<file path="src/rtl/wilk_conv_pkg.sv">
package wilk_conv_pkg;

    typedef enum logic [1:0] {
        SEQ_IDLE = 2'd0,
        SEQ_RUN  = 2'd1,
        SEQ_DONE = 2'd2
    } seq_state_e;

endpackage

</file>
<file path="src/rtl/wilk_gray_counter.sv">
module wilk_gray_counter #(
    parameter int CW = 12
) (
    input  logic          clk,
    input  logic          rst_n,
    input  logic          clr_i,
    input  logic          en_i,
    output logic [CW-1:0] gray_o,
    output logic          last_o
);
    localparam logic [CW-1:0] FULL = {CW{1'b1}};

    logic [CW-1:0] bin_d, bin_q;

    always_comb begin
        bin_d = bin_q;
        if (clr_i)
            bin_d = '0;
        else if (en_i && (bin_q != FULL))
            bin_d = bin_q + 1'b1;
    end

    always_ff @(posedge clk or negedge rst_n) begin
        if (!rst_n) bin_q <= '0;
        else        bin_q <= bin_d;
    end

    assign gray_o = bin_q ^ (bin_q >> 1);
    assign last_o = (bin_q == FULL);

    // the count advances by exactly one per running cycle
    a_r3_count_step: assert property (@(posedge clk) disable iff (!rst_n)
        (en_i && !clr_i && !last_o) |=> (bin_q == $past(bin_q) + 1'b1));

    // a clear request leaves the counter at zero
    a_r2_count_clear: assert property (@(posedge clk) disable iff (!rst_n)
        clr_i |=> (bin_q == '0));

endmodule

</file>
<file path="src/rtl/wilk_chan_latch.sv">
module wilk_chan_latch #(
    parameter int CW = 12
) (
    input  logic          clk,
    input  logic          rst_n,
    input  logic          clr_i,
    input  logic          run_i,
    input  logic          last_i,
    input  logic [CW-1:0] gray_i,
    input  logic          cmp_i,
    input  logic          gain_i,
    output logic [CW-1:0] code_o,
    output logic          gain_o
);
    typedef struct packed {
        logic [CW-1:0] code;
        logic          gain;
        logic          hit;
        logic          prev;
    } chan_t;

    chan_t cur_q, nxt_d;
    logic  rise;

    assign rise = cmp_i & ~cur_q.prev;

    always_comb begin
        nxt_d      = cur_q;
        nxt_d.prev = cmp_i;
        if (clr_i) begin
            nxt_d.hit  = 1'b0;
            nxt_d.code = '0;
            nxt_d.gain = 1'b0;
        end else if (run_i && !cur_q.hit && (rise || last_i)) begin
            nxt_d.hit  = 1'b1;
            nxt_d.code = gray_i;
            nxt_d.gain = gain_i;
        end
    end

    always_ff @(posedge clk or negedge rst_n) begin
        if (!rst_n) cur_q <= '0;
        else        cur_q <= nxt_d;
    end

    assign code_o = cur_q.code;
    assign gain_o = cur_q.gain;

    // once stored, code and gain hold until the next clear
    a_r4_hold_after_hit: assert property (@(posedge clk) disable iff (!rst_n)
        (cur_q.hit && !clr_i) |=> ($stable(cur_q.code) && $stable(cur_q.gain) && cur_q.hit));

    // every channel has stored a value by the end of the ramp
    a_r6_full_scale_fill: assert property (@(posedge clk) disable iff (!rst_n)
        (run_i && last_i && !clr_i) |=> cur_q.hit);

endmodule

</file>
<file path="src/rtl/wilk_conv_ctrl.sv">
module wilk_conv_ctrl
    import wilk_conv_pkg::*;
#(
    parameter int NCH = 36,
    parameter int CW  = 12
) (
    input  logic              clk,
    input  logic              rst_n,
    input  logic              start_i,
    input  logic [NCH-1:0]    cmp_i,
    input  logic [NCH-1:0]    gain_i,
    output logic              busy_o,
    output logic              done_o,
    output logic              wr_o,
    output logic [NCH*CW-1:0] codes_o,
    output logic [NCH-1:0]    gain_o
);
    typedef struct packed {
        seq_state_e st;
        logic       wr;
    } seq_t;

    seq_t          seq_q, seq_d;
    logic          accept;
    logic          running;
    logic          last;
    logic [CW-1:0] gray;

    assign running = (seq_q.st == SEQ_RUN);
    assign accept  = start_i && !running;

    always_comb begin
        seq_d    = seq_q;
        seq_d.wr = 1'b0;
        if (accept) begin
            seq_d.st = SEQ_RUN;
        end else if (running && last) begin
            seq_d.st = SEQ_DONE;
            seq_d.wr = 1'b1;
        end
    end

    always_ff @(posedge clk or negedge rst_n) begin
        if (!rst_n) seq_q <= '{st: SEQ_IDLE, wr: 1'b0};
        else        seq_q <= seq_d;
    end

    wilk_gray_counter #(.CW(CW)) u_cnt (
        .clk    (clk),
        .rst_n  (rst_n),
        .clr_i  (accept),
        .en_i   (running),
        .gray_o (gray),
        .last_o (last)
    );

    for (genvar k = 0; k < NCH; k++) begin : g_chan
        wilk_chan_latch #(.CW(CW)) u_ch (
            .clk    (clk),
            .rst_n  (rst_n),
            .clr_i  (accept),
            .run_i  (running),
            .last_i (last),
            .gray_i (gray),
            .cmp_i  (cmp_i[k]),
            .gain_i (gain_i[k]),
            .code_o (codes_o[k*CW +: CW]),
            .gain_o (gain_o[k])
        );
    end

    assign busy_o = running;
    assign done_o = (seq_q.st == SEQ_DONE);
    assign wr_o   = seq_q.wr;

    // an idle or done controller starts on request
    a_r2_start_runs: assert property (@(posedge clk) disable iff (!rst_n)
        (start_i && !busy_o) |=> (busy_o && !done_o));

    // a request during a conversion does not cut it short
    a_r8_start_ignored: assert property (@(posedge clk) disable iff (!rst_n)
        (busy_o && !last) |=> busy_o);

    // the strobe accompanies the rise of done and lasts one cycle
    a_r7_wr_on_done_rise: assert property (@(posedge clk) disable iff (!rst_n)
        $rose(done_o) |-> wr_o);
    a_r7_wr_single: assert property (@(posedge clk) disable iff (!rst_n)
        wr_o |=> !wr_o);
    a_r7_done_hold: assert property (@(posedge clk) disable iff (!rst_n)
        (done_o && !start_i) |=> done_o);

endmodule

</file>
<file path="config.mk">
export PLATFORM = sky130hd
export DESIGN_NAME = wilk_conv_ctrl
export DESIGN_NICKNAME = d
export VERILOG_FILES = /design/src/rtl/wilk_conv_pkg.sv /design/src/rtl/wilk_gray_counter.sv /design/src/rtl/wilk_chan_latch.sv /design/src/rtl/wilk_conv_ctrl.sv
export SDC_FILE = /design/constraint.sdc
export NUM_CORES = 1
export LEC_CHECK = 0
export CAP_MARGIN = 15
export CORE_ASPECT_RATIO = 0.75
export CORE_MARGIN = 8
export CORE_UTILIZATION = 50
export DETAILED_ROUTE_END_ITERATION = 12
export HOLD_SLACK_MARGIN = 0.1
export PLACE_DENSITY_LB_ADDON = 0.08
export SLEW_MARGIN = 15
export SYNTH_ARGS = -nofsm -noshare
export SYNTH_HDL_FRONTEND = slang
export SYNTH_SLANG_ARGS = --single-unit
</file>
<file path="constraint.sdc">
create_clock -name clk -period 4 [get_ports clk]
set_clock_uncertainty 0.1 [all_clocks]
set_input_delay 1.2 -clock clk [delete_from_list [all_inputs] [get_ports clk]]
set_output_delay 1.2 -clock clk [all_outputs]
set_load 0.02 [all_outputs]
</file>
# After elaboration in Yosys (flattened, before gate mapping)

Index checks and enable logic that the tools add are counted.

Memory bits (writable): 0
Logic and storage cells: 488
Memories kept: 0
ROM bits: 0
Bits in latches: 0
Output and inout port bits: 471
Register bits after elaboration: 555

Bitwise operators: 73
$lt $le $gt $ge: 0
Reductions and logical operators: 186
Muxes and demuxes: 77
Div/mod/pow operators: 0
Eq/ne operators: 4
Add/subtract/negate cells: 1
$mul: 0
Shift-type cells: 0

Operators by type and width:

| cell                    | number |
|---|---|
| $mux W14                | 72 |
| $reduce_bool A2 Y1      | 38 |
| $logic_and A1 B1 Y1     | 75 |
| $logic_not A1 Y1        | 37 |
| $and A1 B1 Y1           | 36 |
| $logic_or A1 B1 Y1      | 36 |
| $not A1 Y1              | 36 |
| $mux W12                | 2 |
| $add A12 B1 Y12 const B | 1 |
| $eq A12 B12 Y1 const B  | 1 |
| $ne A12 B12 Y1 const B  | 1 |
| $xor A12 B11 Y12        | 1 |
| $mux W3                 | 1 |
| $eq A2 B1 Y1 const B    | 1 |
| $eq A2 B2 Y1 const B    | 1 |
| $mux W2                 | 1 |
| $mux W1                 | 1 |

# Longest topological paths before layout

Word-level depth: 6
Gate-level depth with buffers: 8

# By module

From an unflattened synthesis, not the netlist that was laid out.

Cell total of the unflattened synthesis: 1879
Area, all modules: 25141.6 um2

Modules (own cells, without submodules):

| module            | area an instance (um2) | seq. area each (um2) | times used | cells each |
|---|---|---|---|---|
| wilk_chan_latch   | 674.4                  | 375.4                | 36         | 50 |
| wilk_gray_counter | 739.5                  | 300.3                | 1          | 68 |
| wilk_conv_ctrl    | 123.9                  | 75.1                 | 1          | 11 |

# Worst setup path after synthesis

OpenSTA, ideal clock, no wires.

Kind: reg2out
From: register seq_q[1] in the netlist's numbering
To: output port busy_o
Setup slack: 1.459 ns
Data required time: 2.700 ns
Cell stages (with the launch flop): 6
Data arrival time: 1.241 ns
Cells stage by stage: dfrtp_1 > nand2b_1 > buf_2 > buf_1 > inv_1 > buf_2

Longest elaborated chain between the ends: 1

Ends and longest elaborated chain:

| what                   | RTL line             | source |
|---|---|---|
| start, declared        | wilk_conv_ctrl.sv:23 | `seq_t seq_q, seq_d;` |
| start signal, assigned | wilk_conv_ctrl.sv:44 | `if (!rst_n) seq_q <= '{st: SEQ_IDLE, wr: 1'b0};` |
| start signal, assigned | wilk_conv_ctrl.sv:45 | `else seq_q <= seq_d;` |
| $eq A2 B1 Y1           | wilk_conv_ctrl.sv:29 | `assign running = (seq_q.st == SEQ_RUN);` |
| end, declared          | wilk_conv_ctrl.sv:12 | `output logic busy_o,` |

Every way passes these cells.

# Worst setup path in the final report

From: register seq_q[2] in the netlist's numbering
To: output port busy_o

The elaborated chain is that of the path after synthesis.

==> flow_summary.json <==
{
  "status": "complete, no violations",
  "fin_crit_ns": 3.561,
  "die_height_um": 220.3,
  "cts_tree": "done",
  "startpoint_type": "flop",
  "layoutNonFillerInstCount": 3141,
  "hold_class": "flop to flop",
  "via_per_inst": 6.069,
  "finalHoldViolations": 0,
  "most-common-layout-cells": "554 x dfrtp_1, 544 x clkdlybuf4s50_1, 469 x nor2b_1, 468 x a32o_1, 57 x clkbuf_16",
  "grt_pass1_wl_um": 127100,
  "cellLeakagePower_nw": 12.44,
  "hold_buffers": 0,
  "cts_buffers": 56,
  "crit_start": "seq_q[2]",
  "synth_cell_types": 32,
  "maxCapViolations": 0,
  "core_mm2": 0.05546,
  "drt_pass1_iterations": 5,
  "crit_path_end": "busy_o",
  "yosysWarnings": 0,
  "syn_inst": 2399,
  "ant_nets": 0,
  "num_vias": 19062,
  "worst_slew_pin_slew_ns": 1.145,
  "multiInputGateArea_mm2": 0.009261,
  "port_buffers": 545,
  "grt_max_degree": 101,
  "cts_sinks": 555,
  "r2r-start": "u_cnt.bin_q[2]",
  "drt-initial-drc-count": 1643,
  "min_period_over_period_pct": 89.04,
  "wl_per_cell_um": 27.42,
  "critical_path.max_fanout": 16,
  "io_pins": 546,
  "antenna_found_initial": 6,
  "cts.clk_slew.worst_paths_ns": 0.06,
  "fin_setup_tns_ns": 0,
  "post_cts_buffers": 0,
  "critPathCaptureType": "primary output",
  "timing.rr.end": "g_chan[34].u_ch.code_o[0]",
  "grt_pass1_vias": 19390,
  "regArea_mm2": 0.01389,
  "whs_ns": 0.4202,
  "placedCellCount": 3038,
  "start_util_pct": 50.15,
  "clockBufferDepth": 3,
  "globalplace.congestion": 0.8444,
  "vdd_drop_max_uv": 747.7,
  "syn_area_per_cell_um2": 11.59,
  "ff2ff_path_depth": 6,
  "grt_usage_pct": 26.00,
  "synth_nets": 2485,
  "maxSlewViolCount": 0,
  "fin_nets": 2451,
  "hpwlAfterDp_um": 55400,
  "clock_latency_ns": 0.60,
  "netlist_area_mm2": 0.02781,
  "grt_overflow": 0,
  "setup_viol": 0,
  "wl_um": 86130,
  "reg2reg_slack_ns": 1.03,
  "rsz0062_at_grt": "no",
  "fp.dieW_um": 288.3,
  "rows": 75,
  "synth-seq-cells": 555,
  "worstSetupPathType": "flop to primary output",
  "pwr_density_cell_mw_per_mm2": 717.8,
  "nFillCells": 4580,
  "clock.fmax_ghz": 0.2808,
  "worstPathArrival_ns": 2.26,
  "cts-root-buf": "clkbuf_16",
  "htree_levels": 2,
  "seq_area_frac_synth_pct": 49.94,
  "relSlewSlack_pct": 23.65,
  "cts-resized-gates": 0,
  "drc": 0,
  "die_area_mm2": 0.06350,
  "area_delta_synth_final_pct": 14.54,
  "drive_gt1_share_pct": 7.612,
  "cp.required_ns": 2.70,
  "final_common_cell": "dfrtp_1"
}
[cell usage after synthesis]
cell	number	area share [%]
a211o_1	36	1.1
a21o_1	38	1.0
a21oi_1	7	0.13
a21oi_2	32	1.0
a22o_1	1	0.031
a31oi_1	8	0.18
a32o_1	468	17
a41oi_1	1	0.031
and2_1	1	0.023
and3_1	1	0.023
and4_1	1	0.031
buf_1	8	0.11
buf_2	43	0.77
buf_4	469	13
buf_6	40	1.6
clkbuf_1	129	1.7
dfrtp_1	555	50
ha_1	11	0.49
inv_1	2	0.027
mux2_2	1	0.040
mux2i_1	2	0.072
nand2_1	10	0.13
nand2_4	1	0.040
nand2b_1	38	0.85
nand3_1	5	0.090
nand4_1	3	0.067
nor2_1	9	0.12
nor2b_1	469	11
o211ai_1	2	0.054
o21ai_0	6	0.11
o22ai_1	1	0.023
or4_1	1	0.027
[cell families after synthesis]
family	count (synthesis)	synth area share (%)
DFF	555	49.94
and+or+nand+nor	539	11.96
muxes	3	0.1125
adders and majority gates	11	0.4949
AOI/OAI and AO/OA	600	20.56
buffers and inverters	691	16.93
[layer usage]
layer / track usage, % / routed length, µm / vias to the layer above
li1: - / - / 8185
met1: 34.42 / 35760 / 10068
met2: 41.92 / 41370 / 664
met3: 6.054 / 6241 / 145
met4: 9.137 / 2753 / 0
met5: 0 / 0 / -
[layout make-up]
type	instances	share of cell area, %
diodes	6	0.04713
flip-flops and latches	555	43.60
inverters	2	0.02357
repair buffers	597	18.72
well taps	731	2.871
clock inverters	13	0.5263
clock buffers	84	5.141
multi-input cells	1153	29.07
[state kept, by name, indices dropped and copies added (netlist names)]
signal / cells
seq_q: 2
u_cnt.bin_q: 12
g_chan.u_ch.gain_o: 36
g_chan.u_ch.cur_q: 72
wr_o: 1
g_chan.u_ch.code_o: 432
[power breakdown]
part | internal [W] | switching [W] | leakage [nW] | total, W
Sequential | 0.00705 | 0.00104 | 7.06 | 0.00809
Combinational | 0.00443 | 0.00509 | 4.49 | 0.00953
Clock | 0.00306 | 0.00220 | 0.888 | 0.00525
[worst min path at each step]
stage | start | depth (start not counted) | slack (ns) | end
after detailed placement | g_chan[34].u_ch.code_o[9] | 1 | 0.41 | g_chan[34].u_ch.code_o[9]
after floorplan | u_cnt.bin_q[5] | 1 | 0.38 | u_cnt.bin_q[5]
after global placement | g_chan[4].u_ch.code_o[8] | 1 | 0.40 | g_chan[4].u_ch.code_o[8]
after global routing | g_chan[25].u_ch.code_o[8] | 1 | 0.43 | g_chan[25].u_ch.code_o[8]
after CTS | g_chan[0].u_ch.code_o[1] | 1 | 0.42 | g_chan[0].u_ch.code_o[1]
final | g_chan[10].u_ch.code_o[3] | 1 | 0.42 | g_chan[10].u_ch.code_o[3]
[through the flow]
step	worst slack [ns]	power [W]	instance area (µm²)	util, %
4_1_cts	0.3914	0.02307	31840	57.41
5_1_grt	0.3340	0.02371	31850	57.42
3_5_place_dp	0.7603	0.01776	30040	54.16
2_1_floorplan	1.459	0.01425	27810	-
6_report	0.4386	0.02287	31860	57.44
3_3_place_gp	0.8318	0.01765	30040	54.16
[worst max-delay path: stages (launching register included)]
cell and delay (ns):
dfrtp_1 0.37, nand2b_4 0.14, inv_1 0.40, clkdlybuf4s50_1 0.75
Note: power is estimated with default switching activity, not from simulation.
